`src/rtl/nbf_pkg.sv`:
```
// Shared types for the NOR bus front end.
// Assumes: bus state encoding is visible at the top-level port bus_op.
package nbf_pkg;
    typedef enum logic [1:0] {
        OP_STANDBY = 2'd0,
        OP_DISABLE = 2'd1,
        OP_READ    = 2'd2,
        OP_WRITE   = 2'd3
    } bus_op_e;

    localparam int STROBE_N = 3;
    localparam int IDX_CE   = 0;
    localparam int IDX_OE   = 1;
    localparam int IDX_WE   = 2;
endpackage

```
`src/rtl/strobe_filter.sv`:
```
// Synchronises and de-glitches a vector of asynchronous active-low strobes.
// Assumes: a real level persists for STABLE_CYC samples; shorter pulses are dropped.
// Reset value of every filtered strobe is the inactive (high) level.
module strobe_filter #(
    parameter int WIDTH      = 3,
    parameter int STABLE_CYC = 2
) (
    input  logic             clk,
    input  logic             rst_n,
    input  logic [WIDTH-1:0] strobe_async,
    output logic [WIDTH-1:0] strobe_filt
);
    localparam int CW = $clog2(STABLE_CYC + 1);

    for (genvar i = 0; i < WIDTH; i++) begin : g_bit
        logic          meta_q, sync_q;
        logic [CW-1:0] cnt_q;

        // Two-flop synchroniser for this strobe
        always_ff @(posedge clk) begin
            if (!rst_n) begin
                meta_q <= 1'b1;
                sync_q <= 1'b1;
            end else begin
                meta_q <= strobe_async[i];
                sync_q <= meta_q;
            end
        end

        // Accept a new level only after it is seen STABLE_CYC samples in a row
        always_ff @(posedge clk) begin
            if (!rst_n) begin
                cnt_q          <= '0;
                strobe_filt[i] <= 1'b1;
            end else if (sync_q == strobe_filt[i]) begin
                cnt_q <= '0;
            end else if (cnt_q == CW'(STABLE_CYC - 1)) begin
                cnt_q          <= '0;
                strobe_filt[i] <= sync_q;
            end else begin
                cnt_q <= cnt_q + 1'b1;
            end
        end
    end
endmodule

```
`src/rtl/bus_idle_timer.sv`:
```
// Counts cycles with no strobe or address activity and raises auto standby.
// Assumes: inputs are already synchronous; any change restarts the count.
module bus_idle_timer #(
    parameter int ADDR_W   = 20,
    parameter int IDLE_CYC = 30
) (
    input  logic              clk,
    input  logic              rst_n,
    input  logic [2:0]        strobes,
    input  logic [ADDR_W-1:0] addr_s,
    output logic              auto_stby
);
    localparam int CW = $clog2(IDLE_CYC + 1);

    logic [2:0]        strobes_q;
    logic [ADDR_W-1:0] addr_q;
    logic [CW-1:0]     idle_q;
    logic              activity;

    // Remember last seen bus values for change detection
    always_ff @(posedge clk) begin
        if (!rst_n) begin
            strobes_q <= 3'b111;
            addr_q    <= '0;
        end else begin
            strobes_q <= strobes;
            addr_q    <= addr_s;
        end
    end

    assign activity = (strobes != strobes_q) || (addr_s != addr_q);

    // Idle counter; flag asserts once the count reaches its limit
    always_ff @(posedge clk) begin
        if (!rst_n || activity) begin
            idle_q    <= '0;
            auto_stby <= 1'b0;
        end else if (idle_q == CW'(IDLE_CYC - 1)) begin
            auto_stby <= 1'b1;
        end else begin
            idle_q <= idle_q + 1'b1;
        end
    end
endmodule

```
`src/rtl/write_capture.sv`:
```
// Tracks a write window (chip select and write strobe both low), latches the
// address when the window opens and the data when it closes.
// Assumes: filtered strobes; output enable low anywhere in the window voids it.
module write_capture #(
    parameter int ADDR_W = 20,
    parameter int DATA_W = 16
) (
    input  logic              clk,
    input  logic              rst_n,
    input  logic              ce_f,
    input  logic              oe_f,
    input  logic              we_f,
    input  logic [ADDR_W-1:0] addr_s,
    input  logic [DATA_W-1:0] data_s,
    output logic              wr_valid,
    output logic [ADDR_W-1:0] wr_addr,
    output logic [DATA_W-1:0] wr_data
);
    logic win, win_q, void_q;

    assign win = !ce_f && !we_f;

    // Window state, address latch at opening and void tracking
    always_ff @(posedge clk) begin
        if (!rst_n) begin
            win_q   <= 1'b0;
            void_q  <= 1'b0;
            wr_addr <= '0;
        end else begin
            win_q <= win;
            if (win && !win_q) begin
                wr_addr <= addr_s;
                void_q  <= !oe_f;
            end else if (win && !oe_f) begin
                void_q <= 1'b1;
            end
        end
    end

    // Data latch and single write event at window close
    always_ff @(posedge clk) begin
        if (!rst_n) begin
            wr_valid <= 1'b0;
            wr_data  <= '0;
        end else begin
            wr_valid <= 1'b0;
            if (win_q && !win) begin
                wr_data  <= data_s;
                wr_valid <= !void_q;
            end
        end
    end
endmodule

```
`src/rtl/nor_bus_front.sv`:
```
// Device-side front end of an asynchronous parallel NOR memory bus.
// Synchronises the pins, de-glitches strobes, decodes the bus state, captures
// writes, drives read or identification data and flags automatic standby.
// Assumes: address and data settle before the strobe edges that use them.
module nor_bus_front #(
    parameter int          ADDR_W     = 20,
    parameter int          DATA_W     = 16,
    parameter int          STABLE_CYC = 2,
    parameter int          IDLE_CYC   = 30,
    parameter logic [15:0] MFR_CODE   = 16'h0020,
    parameter logic [15:0] DEV_CODE   = 16'h88AB
) (
    input  logic              clk,
    input  logic              rst_n,
    input  logic              ce_n,
    input  logic              oe_n,
    input  logic              we_n,
    input  logic [ADDR_W-1:0] addr,
    input  logic [DATA_W-1:0] dq_in,
    input  logic              id_mode,
    input  logic [DATA_W-1:0] array_rdata,
    output logic [ADDR_W-1:0] rd_addr,
    output logic [DATA_W-1:0] dq_out,
    output logic              dq_oe,
    output logic              standby,
    output logic              auto_stby,
    output logic [1:0]        bus_op,
    output logic              wr_valid,
    output logic [ADDR_W-1:0] wr_addr,
    output logic [DATA_W-1:0] wr_data
);
    import nbf_pkg::*;

    logic [STROBE_N-1:0] strobe_f;
    logic                ce_f, oe_f, we_f;
    logic [ADDR_W-1:0]   addr_m, addr_s;
    logic [DATA_W-1:0]   data_m, data_s;
    bus_op_e             op;
    logic [DATA_W-1:0]   rd_word;

    strobe_filter #(.WIDTH(STROBE_N), .STABLE_CYC(STABLE_CYC)) u_filt (
        .clk         (clk),
        .rst_n       (rst_n),
        .strobe_async({we_n, oe_n, ce_n}),
        .strobe_filt (strobe_f)
    );

    assign ce_f = strobe_f[IDX_CE];
    assign oe_f = strobe_f[IDX_OE];
    assign we_f = strobe_f[IDX_WE];

    // Two-flop synchronisers for the address and data buses
    always_ff @(posedge clk) begin
        if (!rst_n) begin
            addr_m <= '0;
            addr_s <= '0;
            data_m <= '0;
            data_s <= '0;
        end else begin
            addr_m <= addr;
            addr_s <= addr_m;
            data_m <= dq_in;
            data_s <= data_m;
        end
    end

    // Bus state decode from filtered strobes
    always_comb begin
        if (ce_f)              op = OP_STANDBY;
        else if (oe_f && !we_f) op = OP_WRITE;
        else if (!oe_f && we_f) op = OP_READ;
        else                    op = OP_DISABLE;
    end

    // Read word mux: identification codes or array data
    always_comb begin
        if (!id_mode)                 rd_word = array_rdata;
        else if (addr_s[1:0] == 2'b00) rd_word = DATA_W'(MFR_CODE);
        else if (addr_s[1:0] == 2'b01) rd_word = DATA_W'(DEV_CODE);
        else                           rd_word = '0;
    end

    // Registered data bus output and tristate enable
    always_ff @(posedge clk) begin
        if (!rst_n) begin
            dq_oe  <= 1'b0;
            dq_out <= '0;
        end else begin
            dq_oe  <= (op == OP_READ);
            dq_out <= rd_word;
        end
    end

    write_capture #(.ADDR_W(ADDR_W), .DATA_W(DATA_W)) u_wcap (
        .clk     (clk),
        .rst_n   (rst_n),
        .ce_f    (ce_f),
        .oe_f    (oe_f),
        .we_f    (we_f),
        .addr_s  (addr_s),
        .data_s  (data_s),
        .wr_valid(wr_valid),
        .wr_addr (wr_addr),
        .wr_data (wr_data)
    );

    bus_idle_timer #(.ADDR_W(ADDR_W), .IDLE_CYC(IDLE_CYC)) u_idle (
        .clk      (clk),
        .rst_n    (rst_n),
        .strobes  (strobe_f),
        .addr_s   (addr_s),
        .auto_stby(auto_stby)
    );

    assign rd_addr = addr_s;
    assign standby = ce_f;
    assign bus_op  = op;
endmodule

```
`config.mk`:
```
export PLATFORM = sky130hd
export DESIGN_NAME = nor_bus_front
export DESIGN_NICKNAME = d
export VERILOG_FILES = /design/src/rtl/nbf_pkg.sv /design/src/rtl/strobe_filter.sv /design/src/rtl/bus_idle_timer.sv /design/src/rtl/write_capture.sv /design/src/rtl/nor_bus_front.sv
export SDC_FILE = /design/constraint.sdc
export NUM_CORES = 1
export LEC_CHECK = 0
export BUFFER_PORTS_ARGS = -buffer_cell sky130_fd_sc_hd__buf_2
export CAP_MARGIN = 20
export CORE_MARGIN = 1
export CORE_UTILIZATION = 45
export CTS_BUF_LIST = sky130_fd_sc_hd__clkbuf_4 sky130_fd_sc_hd__clkbuf_8 sky130_fd_sc_hd__clkbuf_16
export CTS_CLUSTER_SIZE = 16
export DETAILED_ROUTE_END_ITERATION = 16
export PLACE_DENSITY = 0.67
export REMOVE_ABC_BUFFERS = 1
export SYNTH_ARGS = -nofsm -noshare
export SYNTH_HDL_FRONTEND = slang
export SYNTH_SLANG_ARGS = --single-unit
```
`constraint.sdc`:
```
create_clock -name clk -period 1.95 [get_ports clk]
set_input_delay 0.4875 -clock clk [delete_from_list [all_inputs] [get_ports clk]]
set_output_delay 0.4875 -clock clk [all_outputs]
set_load 0.02 [all_outputs]
```
==> metrics.md <==
| Metric | Value |
|---|---|
| Outcome | `finished, final reports clean` |
| Met3 GRT Util | `under 10%` |
| Netlist Area Pre-Place | `between 5000 and 6000 µm²` |
| Fraction of layout cells with a size suffix above 1 | `28.4%` |
| Reg clk slew, reported paths | `0.06 ns` |
| Final HPWL DP | `6.75 mm` |
| Hold Violations, Final | `0` |
| Hold_sp | `ce_n` |
| Core box area | `12100 µm²` |
| Clock sinks | `between 150 and 200` |
| Leak | `3.13 nW` |
| R2r setup slk | `0.32 ns` |
| Die Wd | `approximately 110 µm` |
| Post-CTS setup buffer count | `0` |
| Clk_skew | `0.00510 ns` |
| CTS tree | `done` |
| Peak supply drop | `498 µV` |
| GRT Overall Usage | `16.6%` |
| Largest net degree at the start of global routing | `81` |
| CP Data Arrival Time | `around 1.4 ns` |
| Vias per cell | `4.50` |
| GRT met2 Usage | `27.2%` |
| PortBufs | `135` |
| Starting Density | `46.2%` |
| Pwr dens | `1050 nW/µm²` |
| Period Utilization, post-route | `95.6%` |
| Num CTS Buffers | `17` |
| Wire per inst | `11.8 µm` |
| Final setup vio count | `0` |
| GR peak layer | `met2` |
| I/O Pins | `136` |
| Post-synth EDFFs | `0` |
| HP Class | `input port to flip-flop` |
| Vias in the first global route | `3677` |
| Worst-margin pin slew | `0.761 ns` |
| Total gr overflow | `0` |
| Yosys warns | `0` |
| Hold path cells | `2` |
| Slew HR | `approximately 49%` |
| Main synth FF type | `dfxtp_1` |
| Diodes inserted | `0` |
| Routed wire length | `9.96 mm` |
| GPL Wtd Cong | `0.699` |
| Slew Limit Fails | `0` |
| RSZ-0062 raised after global routing | `false` |
| Layout area overhead | `26.8%` |
| R2R depth | `4` |
| Initial antenna violation count | `0` |
| Startpoint type of the worst setup path | `flip-flop` |
| Synthesized flop and latch total | `172` |
| DRC viols | `0` |
| Setup TNS | `0 ns` |
| Syn Inst Count | `about 520` |
| Number of max-cap violations | `0` |
| Hold EP | `u_filt.g_bit[0].meta_q` |
| Total number of vias | `3785` |
| Die area | `12800 µm²` |
| Root Driver | `clkbuf_16` |
| First-pass GRT wire length | `16.5 mm` |
| DRT iter0 DRCs | `160` |
| Hold Buf Count CTS | `0` |
| Worst r2r src | `rd_addr[5]` |
| Critical Path Sink Type | `output port` |
| Crit Path Max Fanout | `5` |
| Minimum clock period | `1.86 ns` |
| Worst skew pair latency | `approximately 0.42 ns` |
| Crit path required time | `1.46 ns` |
| Height of the die | `113 µm` |
| NumNets Final | `724` |
| Deepest clock path buffer count | `2` |
| Synth unique cells | `40` |
| Crit path kind | `flip-flop to output port` |
| Clock H-tree levels | `4` |
| Met1 usage | `19.3%` |
| Fmax | `537 MHz` |
| Synth async-reset ratio | `0%` |
| Sequential-to-total area share from yosys stat | `61.8%` |
| Routed Antenna Nets | `0` |
| Final Util | `roughly three fifths` |
| Pre-Repair DR Iteration Count | `6` |
| Mapped Avg Cell Area | `10.6 µm²` |
| Worst R2R End | `u_idle.idle_q[2]` |
| FP Rows | `40` |
## stage by stage
| stage | cell area [µm²] | hold WS [ns] | setup slack [ns] | power (mW) | std cells |
|---|---|---|---|---|---|
| 2_1_floorplan | 5470 | 0.386 | 0.0381 | 3.92 | 498 |
| 3_3_place_gp | 6430 | 0.392 | 0.316 | 4.08 | 809 |
| 3_5_place_dp | 6430 | 0.397 | 0.313 | 4.09 | 809 |
| 4_1_cts | 7050 | 0.227 | 0.0102 | 7.52 | 841 |
| 5_1_grt | 7070 | 0.244 | 0.00440 | 7.71 | 841 |
| 6_report | 7070 | 0.240 | 0.0866 | 7.45 | 841 |
## synthesized netlist by cell type (2+ instances only)
| library cell | number | area [µm²] |
|---|---|---|
| a2111oi_2 | 3 | 45.0 |
| a21boi_0 | 37 | 278 |
| a21o_1 | 6 | 45.0 |
| and2_1 | 100 | 626 |
| buf_2 | 3 | 15.0 |
| buf_4 | 2 | 15.0 |
| clkbuf_1 | 21 | 78.8 |
| dfxtp_1 | 172 | 3440 |
| ha_1 | 6 | 75.1 |
| inv_1 | 11 | 41.3 |
| mux2i_1 | 2 | 20.0 |
| nand2_1 | 78 | 293 |
| nand2b_1 | 15 | 93.8 |
| nand3_1 | 2 | 10.0 |
| nand3b_1 | 3 | 22.5 |
| nand4_1 | 2 | 12.5 |
| nor2_1 | 11 | 41.3 |
| nor2b_1 | 2 | 12.5 |
| nor3_1 | 2 | 10.0 |
| nor3b_1 | 2 | 15.0 |
| nor4_1 | 4 | 25.0 |
| nor4_2 | 2 | 25.0 |
| o2111a_1 | 2 | 22.5 |
| xnor2_1 | 3 | 26.3 |
| xor2_1 | 18 | 158 |
## timing repair
| action | 4_1_cts | 5_1_grt |
|---|---|---|
| pin swaps | 0 | 1 |
| resized for setup | 3 | 4 |
| cloned | 0 | 0 |
| setup endpoints to repair | 1 | 1 |
## worst max path at each step
stage,end,start,cells after the start
after floorplan,u_wcap.wr_addr[0],u_filt.strobe_filt[0],3
after global placement,bus_op[1],u_filt.strobe_filt[2],3
after detailed placement,u_idle.idle_q[2],rd_addr[5],4
after CTS,bus_op[1],u_filt.strobe_filt[2],3
after global routing,bus_op[1],u_filt.strobe_filt[1],4
final,bus_op[1],u_filt.strobe_filt[1],4
## sequential cells by signal (all words and copies together), names as in the netlist, 3 cells and up
| signal | count |
|---|---|
| u_filt.g_bit.meta_q | 3 |
| u_idle.addr_q | 20 |
| u_filt.g_bit.cnt_q | 6 |
| data_s | 16 |
| u_idle.idle_q | 5 |
| dq_out | 16 |
| u_wcap.wr_data | 16 |
| u_idle.strobes_q | 3 |
| u_filt.strobe_filt | 3 |
| u_filt.g_bit.sync_q | 3 |
| u_wcap.wr_addr | 20 |
| addr_m | 20 |
| data_m | 16 |
| rd_addr | 20 |
## cells in the final DEF (no fill, tap or decap), drive strengths merged, types with 5 or more instances in the layout
master	n
dfxtp	172
a21boi	37
nand2	79
clkinv	5
nand2b	15
and2	101
ha	6
nor2	11
a21o	6
inv	11
nor4	6
clkbuf	21
buf	143
xor2	18
## worst max-delay path, stage by stage (launching register included)
cell and delay (ns):
dfxtp_4 0.35, inv_2 0.12, ha_4 0.22, nor2_1 0.11, buf_4 0.15
## cell families (layout without fill, tap and decap cells)
| group | count (synthesis) | after routing | share of synthesized area (%) |
|---|---|---|---|
| DFF | 172 | 172 | 61.8 |
| buffers and inverters | 37 | 186 | 2.69 |
| muxes | 3 | 3 | 0.561 |
| adders and majority gates | 6 | 6 | 1.35 |
| AOI/OAI and AO/OA | 57 | 57 | 8.35 |
| and+or+nand+nor | 228 | 228 | 22.0 |
| xor gates and xnor gates | 21 | 21 | 3.30 |
## per-layer routing
layer	up-vias	part of all wire, %
met5	-	0
li1	1944	-
met2	98	45
met4	0	1.9
met1	1723	46
met3	20	6.4
## area by class of cell
type / instances / area [µm²]
inverter: 11 / 41.3
sequential: 172 / 3450
fill: 1043 / 4990
multi-input combinational: 315 / 2000
clock inverter: 11 / 141
timing repair buffer: 143 / 753
clock buffer: 21 / 474
tap: 168 / 210
## power breakdown
part / internal [mW] / switching (mW)
combinational: 0.165 / 0.173
sequential: 3.62 / 0.0454
clock: 2.12 / 1.33
No activity file was read; power rests on OpenSTA's default activity.
